### config.mk
export PLATFORM = sky130hd
export DESIGN_NAME = tank_seq_ctrl
export DESIGN_NICKNAME = d
export VERILOG_FILES = /design/src/rtl/tank_seq_pkg.sv /design/src/rtl/tank_rst_sync.sv /design/src/rtl/tank_step_next.sv /design/src/rtl/tank_step_reg.sv /design/src/rtl/tank_valve_reg.sv /design/src/rtl/tank_seq_ctrl.sv
export SDC_FILE = /design/constraint.sdc
export NUM_CORES = 1
export LEC_CHECK = 0
export ABC_AREA = 1
export ABC_CLOCK_PERIOD_IN_PS = 800
export BUFFER_PORTS_ARGS = -buffer_cell sky130_fd_sc_hd__buf_2
export CAP_MARGIN = 5
export CORE_AREA = 2 2 39 41
export DETAILED_ROUTE_END_ITERATION = 7
export DIE_AREA = 0 0 41 43
export MAX_ROUTING_LAYER = met4
export PLACE_DENSITY_LB_ADDON = 0.08
export SLEW_MARGIN = 15
export SYNTH_ARGS = -nofsm -noshare
export SYNTH_HDL_FRONTEND = slang
export SYNTH_SLANG_ARGS = --single-unit
### constraint.sdc
create_clock -name clk -period 0.8 [get_ports clk]
set_clock_uncertainty 0.2 [all_clocks]
set_input_delay 0.12 -clock clk [delete_from_list [all_inputs] [get_ports clk]]
set_output_delay 0.12 -clock clk [all_outputs]
set_load 0.01 [all_outputs]
### src/rtl/tank_seq_pkg.sv
package tank_seq_pkg;

  localparam int unsigned NUM_STEPS = 5;

  localparam int unsigned ST_IDLE  = 0;
  localparam int unsigned ST_OPEN  = 1;
  localparam int unsigned ST_CHECK = 2;
  localparam int unsigned ST_HOLD  = 3;
  localparam int unsigned ST_DRAIN = 4;

  typedef logic [NUM_STEPS-1:0] step_vec_t;

  localparam step_vec_t STEP_RESET = step_vec_t'(1) << ST_IDLE;

endpackage

### src/rtl/tank_rst_sync.sv
module tank_rst_sync #(
  parameter int unsigned SYNC_STAGES = 2
) (
  input  logic clk,
  input  logic rst_n,
  output logic rst_sync_n
);

  localparam int unsigned LAST = SYNC_STAGES - 1;

  logic [SYNC_STAGES-1:0] chain_q;

  always_ff @(posedge clk or negedge rst_n) begin
    if (!rst_n) begin
      chain_q <= '0;
    end else begin
      chain_q <= {chain_q[SYNC_STAGES-2:0], 1'b1};
    end
  end

  assign rst_sync_n = chain_q[LAST];

endmodule

### src/rtl/tank_step_next.sv
module tank_step_next
  import tank_seq_pkg::*;
(
  input  step_vec_t cur_step,
  input  logic      start_req,
  input  logic      full_lvl,
  output step_vec_t nxt_step
);

  logic      legal;
  step_vec_t raw;

  always_comb begin
    legal = ($countones(cur_step) == 1);

    raw            = '0;
    raw[ST_IDLE]   = (cur_step[ST_IDLE] & ~start_req) | cur_step[ST_DRAIN];
    raw[ST_OPEN]   = cur_step[ST_IDLE] & start_req;
    raw[ST_CHECK]  = cur_step[ST_OPEN] | cur_step[ST_HOLD];
    raw[ST_HOLD]   = cur_step[ST_CHECK] & ~full_lvl;
    raw[ST_DRAIN]  = cur_step[ST_CHECK] & full_lvl;

    nxt_step = legal ? raw : STEP_RESET;
  end

endmodule

### src/rtl/tank_step_reg.sv
module tank_step_reg
  import tank_seq_pkg::*;
(
  input  logic      clk,
  input  logic      rst_n,
  input  step_vec_t nxt_step,
  output step_vec_t cur_step
);

  for (genvar i = 0; i < NUM_STEPS; i++) begin : g_bit
    localparam logic RST_VAL = STEP_RESET[i];
    always_ff @(posedge clk or negedge rst_n) begin
      if (!rst_n) begin
        cur_step[i] <= RST_VAL;
      end else begin
        cur_step[i] <= nxt_step[i];
      end
    end
  end

  p_one_step_active_r9: assert property (@(posedge clk) disable iff (!rst_n)
    $onehot(cur_step));

  p_hold_returns_r6: assert property (@(posedge clk) disable iff (!rst_n)
    cur_step[ST_HOLD] |=> cur_step[ST_CHECK]);

  p_open_advances_r4: assert property (@(posedge clk) disable iff (!rst_n)
    cur_step[ST_OPEN] |=> cur_step[ST_CHECK]);

  p_drain_to_idle_r7: assert property (@(posedge clk) disable iff (!rst_n)
    cur_step[ST_DRAIN] |=> cur_step[ST_IDLE]);

endmodule

### src/rtl/tank_valve_reg.sv
module tank_valve_reg
  import tank_seq_pkg::*;
(
  input  logic      clk,
  input  logic      rst_n,
  input  step_vec_t nxt_step,
  output logic      inlet_q,
  output logic      outlet_q
);

  logic inlet_d;
  logic outlet_en;
  logic outlet_d;

  always_comb begin
    inlet_d   = nxt_step[ST_OPEN] | nxt_step[ST_CHECK] | nxt_step[ST_HOLD];
    outlet_en = nxt_step[ST_OPEN] | nxt_step[ST_DRAIN];
    outlet_d  = nxt_step[ST_DRAIN];
  end

  always_ff @(posedge clk or negedge rst_n) begin
    if (!rst_n) begin
      inlet_q <= 1'b0;
    end else begin
      inlet_q <= inlet_d;
    end
  end

  always_ff @(posedge clk or negedge rst_n) begin
    if (!rst_n) begin
      outlet_q <= 1'b0;
    end else if (outlet_en) begin
      outlet_q <= outlet_d;
    end
  end

  p_valves_exclusive_r9: assert property (@(posedge clk) disable iff (!rst_n)
    !(inlet_q && outlet_q));

endmodule

### src/rtl/tank_seq_ctrl.sv
module tank_seq_ctrl
  import tank_seq_pkg::*;
#(
  parameter int unsigned RST_SYNC_STAGES = 2
) (
  input  logic clk,
  input  logic rst_n,
  input  logic start_btn,
  input  logic tank_full,
  output logic inlet_valve,
  output logic outlet_valve
);

  logic      rst_sync_n;
  step_vec_t cur_step;
  step_vec_t nxt_step;

  tank_rst_sync #(
    .SYNC_STAGES(RST_SYNC_STAGES)
  ) u_rst_sync (
    .clk        (clk),
    .rst_n      (rst_n),
    .rst_sync_n (rst_sync_n)
  );

  tank_step_next u_next (
    .cur_step  (cur_step),
    .start_req (start_btn),
    .full_lvl  (tank_full),
    .nxt_step  (nxt_step)
  );

  tank_step_reg u_step (
    .clk      (clk),
    .rst_n    (rst_sync_n),
    .nxt_step (nxt_step),
    .cur_step (cur_step)
  );

  tank_valve_reg u_valve (
    .clk      (clk),
    .rst_n    (rst_sync_n),
    .nxt_step (nxt_step),
    .inlet_q  (inlet_valve),
    .outlet_q (outlet_valve)
  );

  p_start_opens_r3: assert property (@(posedge clk) disable iff (!rst_sync_n)
    (cur_step[ST_IDLE] && start_btn) |=> (inlet_valve && !outlet_valve));

  p_full_drains_r5: assert property (@(posedge clk) disable iff (!rst_sync_n)
    (cur_step[ST_CHECK] && tank_full) |=> (outlet_valve && !inlet_valve));

  p_idle_holds_r2: assert property (@(posedge clk) disable iff (!rst_sync_n)
    (cur_step[ST_IDLE] && !start_btn) |=> ($stable(outlet_valve) && !inlet_valve));

  p_start_ignored_r8: assert property (@(posedge clk) disable iff (!rst_sync_n)
    (!cur_step[ST_IDLE] && start_btn) |=> !cur_step[ST_OPEN]);

endmodule

==> results.txt <==
By startpoint and endpoint, the worst setup path is classified as reg2reg. The ratio of total power to cell area is 3890 nW/um^2, and the number of detailed-route iterations in the first pass is 2. The share of the cycle needed by the critical path after routing was 2.84. The port buffer count is 5, and the vias after detailed routing is 283. The initialized floorplan defines 14 standard-cell rows. For the hold-fix buffer count after cts, the log shows 1. The number of pins exceeding their max-slew limit in the final report is 0.

Setup repair after global routing could not meet its margin everywhere. The worst register-to-register path ends at u_valve.outlet_q. The library cells used most frequently in the layout, excluding fill and tap cells, are sky130_fd_sc_hd__inv_1, sky130_fd_sc_hd__dfrtp_1, sky130_fd_sc_hd__nand2_1, sky130_fd_sc_hd__buf_2, sky130_fd_sc_hd__buf_4. Clock-pin slew was measured on the worst setup and hold paths at 0.06 ns. The tools report the footprint of the multi-input gates as 151 um^2. During synthesis, Yosys emitted a total of 0 warnings.

The root buffer cell was sky130_fd_sc_hd__clkbuf_4. After detailed routing, the average wire length per cell comes to 9.89 um. For the worst endpoint data arrival time, the log shows 2.22 ns.

Count of routing violations after the opening detailed-route iteration: 1. The final wirelength is 702 um, and the number of distinct library cells after synthesis is 12. The tools report the proportion of synthesized chip area in sequential cells as 0.545.

The final reports fail on hold timing, setup timing. The post-synthesis instance area was 415 um^2; the wire length on met3 was 17 um. For the worst path setup slack after routing, the log shows -1.47 ns. After floorplanning, the core was sized to cover 1380 um^2.

The number of failing hold endpoints at the final stage is 13, and the full die area is 1760 um^2. Wire segments on met2 add up to 367 um in the final route. The tools report the final weighted congestion in routability-driven placement as 0.684. For the post-route worst hold slack, the log shows -0.127 ns. In this run the top signal layer used is met4.

The origin of the worst setup path was u_step.cur_step[1]. After detailed routing, the wire length on met1 is 308 um. The x dimension of the die works out to 41 um.

The library cell used most frequently in the layout, excluding fill and tap cells, is sky130_fd_sc_hd__inv_1. The number of vias per cell is 3.99, and the count of mapped cells out of synthesis is 41. In this run, CTS created clock tree buffers numbering 3. The average cell area after synthesis is 10.1 um^2.

Endpoint class of the critical path: a register. The worst register-to-register path has a depth of 9. The HPWL reported at the end of detailed placement is 491 um, and the count of maximum capacitance violations is 0. Delay contributed by the slowest stage of the critical path: 0.51 ns. The achievable frequency was 0.440 GHz.

The final layout net count was 64. The global routing usage summed across all routing layers was 0.109. VDD sags by at most 1.03 mV. For the total nets after synthesis, the log shows 49.

The run gives 305 as the via count of the first global-routing pass. Peak fanout along the critical path: 5. The logs give 0 for the number of antenna violations at the first check in global routing and 1170 um for the global-route wire length before repair. Summed over all cells, the static leakage comes to 0.310 nW. Flip-flop and latch count after synthesis: 9. After detailed routing, the number of remaining DRC violations is 0. The fraction of final layout cells with drive strength greater than 1 works out to 0.345.

TritonCTS built the clock tree. CTS saw 9 sinks. Summed over all layers, the global routing overflow is 0. The area added between synthesis and finish was 30.4%; the final-layout fill cell count was 144. The logs give -1.47 ns for the slack of the worst reg-to-reg path and 1 for the H-tree level count.

Once detail routing completed, the nets flagged for antenna violations numbered 0. For the data required time at the worst endpoint, the log shows 0.75 ns. The signal on the critical path passes through ha_4 > inv_2 > fa_2 > fa_1 > nand2_2 > nor2_4 > nand2_2 > nand2_1 > nand2_1.

The worst path in the final design needs a cycle of 2.27 ns, including I/O delays and setup. The cell type of the slowest stage on the worst timing path is sky130_fd_sc_hd__fa_1. The total I/O pin count is 6, and the number of antenna diodes is 0.

The pin count of the biggest net entering global routing is 8. The sum of buffers and inverters on the critical path came out at 1. Counting buffers and inverters, the worst setup path is 9 cells deep.

On the critical path the largest part of the delay comes from adder cells. End point of the critical path: u_valve.outlet_q. The flow ran to the end, but the final reports show violations.

The worst setup path is launched from a register. Reg-to-reg startpoint: u_step.cur_step[1]. The classification of the worst-slack hold path is in2reg. Setup violations remaining at the end of the flow were counted as 9. The initial standard-cell utilization of the core is 0.300, and the register cell area after layout is 226 um^2. The die height was 43 um. The worst setup slack before clock tree synthesis was -1.54 ns.

The clock reaches the later pin of the worst-skew pair after 0.26 ns. Counting along the longest clock path gives a buffer depth of 2.
==> repair_timing <==
item | 4_1_cts | 5_1_grt
pin swaps | 4 | 1
setup endpoints to repair | 9 | 9
buffers inserted | 2 | 1
endpoints found under the hold margin | 14 | 12
gates resized for setup | 2 | 0
==> worst min path at each step <==
stage	start	end	slack, ns	depth (start not counted)
2_1_floorplan	rst_n	u_rst_sync.chain_q[0]	-0.38	0
3_3_place_gp	rst_n	u_rst_sync.chain_q[0]	-0.30	1
3_5_place_dp	rst_n	u_rst_sync.chain_q[1]	-0.29	1
4_1_cts	start_btn	u_step.cur_step[0]	-0.15	2
5_1_grt	start_btn	u_step.cur_step[0]	-0.13	2
6_report	start_btn	u_step.cur_step[0]	-0.13	2
==> metrics by stage <==
stage | std cells | util | TNS (ns) | area, um^2 | total power, W
after floorplan | 41 | - | -9.40 | 418 | 0.00136
after global placement | 63 | 0.340 | -10.10 | 470 | 0.00159
after detailed placement | 63 | 0.340 | -10.27 | 470 | 0.00161
after CTS | 70 | 0.386 | -10.49 | 534 | 0.00211
after global routing | 71 | 0.392 | -11.05 | 542 | 0.00230
final | 71 | 0.392 | -10.38 | 542 | 0.00211
==> final cells by class <==
type | count | area share
multi-input cells | 18 | 0.279
flip-flops and latches | 9 | 0.418
clock buffers | 4 | 0.0485
inverters | 14 | 0.0970
well taps | 16 | 0.0370
repair buffers | 10 | 0.120
==> cells in the mapped netlist, drive strengths merged <==
library cell / number / share of area
conb: 1 / 0.0090
nor2: 2 / 0.036
dfrtp: 8 / 0.48
fa: 2 / 0.096
nand3: 2 / 0.024
dfstp: 1 / 0.063
inv: 14 / 0.13
ha: 2 / 0.060
nand2: 8 / 0.084
o211ai: 1 / 0.018
==> sequential cells by signal, indices dropped and copies added (netlist names) <==
signal	cells
u_rst_sync.chain_q	2
u_step.cur_step	5
u_valve.inlet_q	1
u_valve.outlet_q	1
==> power breakdown <==
part | internal [W] | switching [W] | total (W)
clock | 0.000192 | 0.000152 | 0.000344
sequential | 0.000604 | 0.0000747 | 0.000678
combinational | 0.000500 | 0.000586 | 0.00109
total | 0.00130 | 0.000813 | 0.00211
==> metal layers <==
layer	GRT usage	vias to the layer above
met1	0.117	137
li1	-	141
met2	0.153	3
met5	-	-
met4	0.120	0
met3	0.0157	2
==> kinds of logic (layout without fill, tap and decap cells) <==
logic type               Yosys count  after routing  share of synthesized area
AND/OR/NAND/NOR                   12             12                      0.145
adder cells (fa/ha/maj)            4              4                      0.157
other                              1              1                    0.00903
AO/OA/AOI/OAI                      1              1                     0.0181
flip-flops                         9              9                      0.545
buffers and inverters             14             28                      0.127
(Power assumes the default switching activity.)
